--- config.mk ---
export PLATFORM = sky130hd
export DESIGN_NAME = ingress_color_drain
export DESIGN_NICKNAME = d
export VERILOG_FILES = /design/src/rtl/ingress_color_drain.sv
export SDC_FILE = /design/constraint.sdc
export NUM_CORES = 1
export LEC_CHECK = 0
export ABC_CLOCK_PERIOD_IN_PS = 13200
export CORE_ASPECT_RATIO = 1.4
export CORE_MARGIN = 3
export CORE_UTILIZATION = 64
export DETAILED_ROUTE_END_ITERATION = 10
export DONT_BUFFER_PORTS = 1
export MAX_ROUTING_LAYER = met4
export PLACE_DENSITY = 0.78
export SETUP_SLACK_MARGIN = 0.15
export SLEW_MARGIN = 20
export SYNTH_ARGS = -nofsm -noshare
export SYNTH_HDL_FRONTEND = slang
export SYNTH_SLANG_ARGS = --single-unit
--- constraint.sdc ---
create_clock -name clk -period 13.2 [get_ports clk]
set_clock_uncertainty 0.05 [all_clocks]
set_input_delay 2.64 -clock clk [delete_from_list [all_inputs] [get_ports clk]]
set_output_delay 2.64 -clock clk [all_outputs]
set_load 0.01 [all_outputs]
--- src/rtl/ingress_color_drain.sv ---
module ingress_color_drain #(
  parameter int NPRIO = 4,
  parameter int CELL_W = 8,
  parameter int STAMP_W = 8,
  parameter bit RST_COLOR = 1'b0,
  localparam int PW = (NPRIO > 1) ? $clog2(NPRIO) : 1
) (
  input  logic                      clk,
  input  logic                      rst_n,
  input  logic                      cmd_valid,
  input  logic                      cmd_idle_role,
  input  logic                      cmd_color,
  input  logic [NPRIO-1:0]          q_valid,
  input  logic [NPRIO-1:0]          q_color,
  input  logic [NPRIO*STAMP_W-1:0]  q_stamp,
  input  logic [NPRIO*CELL_W-1:0]   q_data,
  output logic [NPRIO-1:0]          q_pop,
  input  logic                      link_rdy,
  output logic                      out_vld,
  output logic [CELL_W-1:0]         out_cell,
  output logic                      out_color,
  output logic                      out_idle,
  output logic [PW-1:0]             out_prio,
  output logic                      enq_color,
  output logic                      drain_done
);

  logic             col_q, idle_role_q;
  logic [NPRIO-1:0] old_mask;
  logic [PW-1:0]    old_sel, pri_sel, sel;
  logic             load, send_data;

  assign enq_color  = col_q;
  assign old_mask   = q_valid & (q_color ^ {NPRIO{col_q}});
  assign drain_done = ~|old_mask;

  always_comb begin
    logic             found;
    logic [STAMP_W-1:0] best;
    found   = 1'b0;
    best    = '0;
    old_sel = '0;
    for (int i = 0; i < NPRIO; i++) begin
      if (old_mask[i] && (!found || q_stamp[i*STAMP_W +: STAMP_W] < best)) begin
        found   = 1'b1;
        best    = q_stamp[i*STAMP_W +: STAMP_W];
        old_sel = PW'(i);
      end
    end
  end

  always_comb begin
    pri_sel = '0;
    for (int i = NPRIO-1; i >= 0; i--)
      if (q_valid[i]) pri_sel = PW'(i);
  end

  assign sel       = drain_done ? pri_sel : old_sel;
  assign load      = !out_vld || link_rdy;
  assign send_data = !idle_role_q && |q_valid;
  assign q_pop     = (load && send_data) ? (NPRIO'(1) << sel) : '0;

  always_ff @(posedge clk) begin
    if (!rst_n) begin
      col_q       <= RST_COLOR;
      idle_role_q <= 1'b0;
      out_vld     <= 1'b0;
      out_cell    <= '0;
      out_color   <= RST_COLOR;
      out_idle    <= 1'b1;
      out_prio    <= '0;
    end else begin
      if (cmd_valid) begin
        col_q       <= cmd_color;
        idle_role_q <= cmd_idle_role;
      end
      if (load) begin
        out_vld   <= 1'b1;
        out_idle  <= !send_data;
        out_cell  <= send_data ? q_data[sel*CELL_W +: CELL_W] : '0;
        out_color <= send_data ? q_color[sel] : col_q;
        out_prio  <= send_data ? sel : '0;
      end
    end
  end

endmodule

### After elaboration in Yosys (flattened, before gate mapping)

Cells that the tools add are included.

| word-level totals | value |
|---|---|
| register bits after elaboration | 15 |
| input bits | 78 |
| word-level logic and storage cells | 53 |

| operators by class | value |
|---|---|
| shift-type cells | 2 |
| magnitude comparators | 4 |
| mux-type cells | 20 |
| bitwise logic cells | 2 |
| reductions and logical operators | 18 |

Operator list:

| kind | number |
|---|---|
| 8-bit two-way mux | 4 |
| 32-bit by 6-bit variable part select with 8-bit output | 1 |
| 8-bit less-than comparator | 3 |
| 2-bit two-way mux | 8 |
| 4-bit OR reduction | 2 |
| 1-bit zero test | 7 |
| 1-bit two-way mux | 6 |
| 1-bit logical AND | 5 |
| 4-bit AND | 1 |
| 1-bit logical OR | 4 |
| 4-bit two-way mux | 1 |
| 1-bit by 2-bit << shifter with 4-bit output, first input constant | 1 |
| 4-bit XOR | 1 |
| 2-bit by 3-bit less-than comparator with 1-bit output, second input constant | 1 |
| 1-bit binary-select mux with 2-bit select | 1 |

### Longest topological paths before layout

| depth | value |
|---|---|
| depth after elaboration | 19 |
| gate-level depth with buffers | 31 |
| gate-level depth less buffers | 28 |

### Least setup slack after synthesis

Ideal clock, no wire load.

| path | value |
|---|---|
| path type | input -> output |
| start point | input port q_color[0] |
| end point | output port q_pop[0] |
| setup slack | 1.889 ns |
| stages on the path | 29 |
| required time | 10.510 ns |
| arrival | 8.621 ns |
| buffers on the path | 3 |
| cell sequence | xor2_1 > and2_1 > buf_2 > nand2_1 > ha_1 > a21o_1 > a211oi_1 > o21ai_0 > a31oi_1 > clkbuf_1 > a21oi_1 > ha_1 > o211a_1 > nor3_1 > nor2_1 > o21ai_0 > nand2b_1 > a21oi_2 > mux2_2 > ha_1 > o21ai_0 > nand2b_1 > a21oi_1 > nor2_1 > or4b_2 > a21oi_1 > o21bai_1 > buf_4 > nor4_1 |

| on the way | value |
|---|---|
| word-level cells in the longest chain between the ends | 18 |
| elaborated cells on any way between the ends | 27 |

Ends and longest elaborated chain:

| element | line | RTL |
|---|---|---|
| start, declared | 14 | `input logic [NPRIO-1:0] q_color,` |
| 4-bit XOR (*) | 34 | `assign old_mask = q_valid & (q_color ^ {NPRIO{col_q}});` |
| 4-bit AND (*) | 34 |  |
| 8-bit two-way mux / 1-bit two-way mux (equally long branches) | 44 | `if (old_mask[i] && (!found \|\| q_stamp[i*STAMP_W +: STAMP_W] < best)) begin` |
| 8-bit less-than comparator / 1-bit zero test (equally long branches) | 44 |  |
| 1-bit logical OR | 44 |  |
| 1-bit logical AND | 44 |  |
| 8-bit two-way mux / 1-bit two-way mux (equally long branches) | 44 |  |
| 8-bit less-than comparator / 1-bit zero test (equally long branches) | 44 |  |
| [... 2 more ...] | - |  |
| 8-bit two-way mux / 1-bit two-way mux (equally long branches) | 44 |  |
| 8-bit less-than comparator / 1-bit zero test (equally long branches) | 44 |  |
| 1-bit logical OR | 44 |  |
| 1-bit logical AND | 44 |  |
| 2-bit two-way mux | 44 |  |
| 2-bit two-way mux (*) | 58 | `assign sel = drain_done ? pri_sel : old_sel;` |
| 1-bit by 2-bit << shifter with 4-bit output (*) | 61 | `assign q_pop = (load && send_data) ? (NPRIO'(1) << sel) : '0;` |
| 4-bit two-way mux (*) | 61 |  |
| end, declared | 17 | `output logic [NPRIO-1:0] q_pop,` |

Every way passes the cells marked *; elsewhere a longest branch is shown, timed or not.

### Worst setup path after layout

| path | value |
|---|---|
| start point | input port q_color[0] |
| end point | output port q_pop[1] |

The elaborated chain is that of the path after synthesis.

==> run metrics <==
status completed; vias in the first global route roughly 1800; clk root buf clkbuf_4; Pleak 0.0007972 µW; Post-CTS Resized 0; Synth cell types 56; worst rel slew slack 0.4847; hold-fix buffers at CTS 0; RSZ-0062 raised after global routing false; Area growth, synth to finish 1.171%; critical path startpoint category primary input; worst-path fanout max 15; total grt overflow 0; gpl congestion 0.9127; max cap viols 0; n_diodes 0; DRT Wirelength 4930 µm; CTS Sinks 15; initial antenna violation count 0; Detail Placement HPWL roughly 4300 µm; Die X roughly 52 µm; Mapped Avg Cell Area approximately 8 µm²; period utilization 0.9066; DR vias between 1500 and 2000; CP Capture Type output port; register bit total from synthesis 15; number of synthesized flops with an enable pin 0; Nets 336; Max stage delay on crit path 0.61 ns; Design Power 161.7 µW; IO buf count 0; Finished Core Util 0.7068; Post CTS Setup Buffer Count 0; clock buffer depth 2; Post-Synthesis Cells 240; register area share after synthesis 0.1561; TNS Setup 0 ns; Final Hold Vio Count 0; Pwr Density 83.12 mW/mm²; area of the core 0.002753 mm²; gr usage total 0.2704; Syn Nets 339; crit path kind in2out; Avg WL per Cell 18.13 µm; slowest CP cell or4b_2; Synth Warn # 0; Buf+Inv Stages, Crit Path 1; I/O pin cnt 97; minimum clock period 11.97 ns; die height 70.86 µm; drt pass-1 iters 4; Final Setup Violations 0; Initial Util 0.6986; peak supply drop 0.00008423 V; async set-reset flop share out of synthesis 0; mapped cell area between 0.0015 and 0.002 mm²; final hold slack 0.4727 ns; DRC Markers 0; CTS H-Tree Depth 1; Crit path max-delay family simple AND/OR/NAND/NOR gates; ratio of cells with drive above 1 in the final layout 0.1271; Vias per Instance 6.621; die area 0.003708 mm²; # rows 22; CTS tree yes; clock insertion delay at the later pin of the skew report 0.27 ns; Num CTS Buffers 3; largest net degree at the start of global routing 16; WP data arrival 9.28 ns; Worst Hold Class reg2reg; Most used DFF post-synth dfxtp_1; Iteration-0 DRC Markers 64; global-route wire length before repair approximately 8000 µm; CP required 10.51 ns; CTS clk-pin slew, worst paths 0.08 ns; max-slew violation count 0; number of routed nets with antenna violations 0; measured slew at the worst slew-check pin 0.7714 ns; FMAX 83.57 MHz
-- cells in the mapped netlist (3+ instances only) --
cell      instances  area share
o211ai_1          5       0.020
a21o_1            3       0.012
nand2_1          32       0.062
clkbuf_1          3      0.0059
o21a_1            4       0.016
o21ai_0          13       0.034
nor3_1            3      0.0078
and2_1            4       0.013
a21oi_1          11       0.029
mux2_2           11       0.064
nor2_1           16       0.031
inv_1             9       0.018
nor2b_1           7       0.023
ha_1             21        0.14
nand2b_1          7       0.023
nand3_1           5       0.013
xor2_1            3       0.014
mux2i_1          15       0.078
dfxtp_1          15        0.16
a211oi_1          4       0.016
o221ai_1          4       0.018
o21bai_1          3       0.012
-- stage by stage --
step	cell area, µm²	cells	setup WS (ns)
2_1_floorplan	1923	240	1.889
3_3_place_gp	1919	268	1.661
3_5_place_dp	1919	268	1.248
4_1_cts	1946	272	1.246
5_1_grt	1946	272	0.6150
6_report	1946	272	1.233
-- worst reg2reg max path: cells and delay by family (launching register included) --
family | cells | cell delay (ns)
compound gates | 12 | 3.54
xor+xnor | 1 | 0.17
fa+ha+maj | 3 | 0.89
buf+inv | 1 | 0.21
flops | 1 | 0.59
mux | 1 | 0.40
simple gates | 7 | 1.51
-- report_power, final --
| part | switching, µW | total, µW | leakage (µW) | internal [µW] |
|---|---|---|---|---|
| combinational | 43.1 | 78.4 | 0.000658 | 35.3 |
| clock | 13.3 | 25.0 | 0.0000150 | 11.7 |
| sequential | 7.20 | 58.3 | 0.000124 | 51.1 |
-- routing by layer --
layer | global-route usage | up-vias | wire length [µm]
met1 | 0.2695 | 826 | 1759
met5 | - | - | 0
met2 | 0.5110 | 77 | 2778
met4 | 0.1023 | 0 | 114
met3 | 0.02947 | 16 | 278
li1 | - | 882 | -
-- cell usage in the layout, fill, tap and decap left out, types with 5 or more instances in the layout --
master     n
mux2_2    11
ha_1      21
a21oi_1   11
dfxtp_1   15
nor2b_1    7
nand2_1   32
nand2b_1   7
nor2_1    16
o211ai_1   5
o21ai_0   13
inv_1      9
mux2i_1   15
nand3_1    5
-- state kept, by name (all words and copies together) (netlist names) --
name,count
idle_role_q,1
out_cell,8
out_idle,1
out_prio,2
out_color,1
enq_color,1
out_vld,1
-- layout make-up --
cell class	count	area, µm²
clock buffer	4	26.28
multi-input combinational	207	1533
timing repair buffer	1	7.507
sequential	15	300.3
fill	244	807.0
tap	36	45.04
inverter	9	33.78
-- cell families (layout without fill, tap and decap cells) --
logic type               count (synthesis)  after routing  synth area share
AO/OA/AOI/OAI                           68             68            0.2615
multiplexers                            27             27            0.1496
AND/OR/NAND/NOR                         88             88            0.2355
flip-flops                              15             15            0.1561
adder cells (fa/ha/maj)                 21             21            0.1366
buffers and inverters                   18             14           0.04684
XOR/XNOR                                 3              3           0.01367
-- path summary, 6_finish.rpt --
path / from / to / slack [ns] / cells past startpoint
worst max-delay path: q_color[0] / q_pop[1] / 1.23 / 27
worst min-delay path: out_prio[1] / out_prio[1] / 0.47 / 2
worst max register to register: enq_color / out_cell[4] / 5.79 / 25
worst min register to register: out_prio[1] / out_prio[1] / 0.47 / 2
Power figures use the tool's default switching activity.
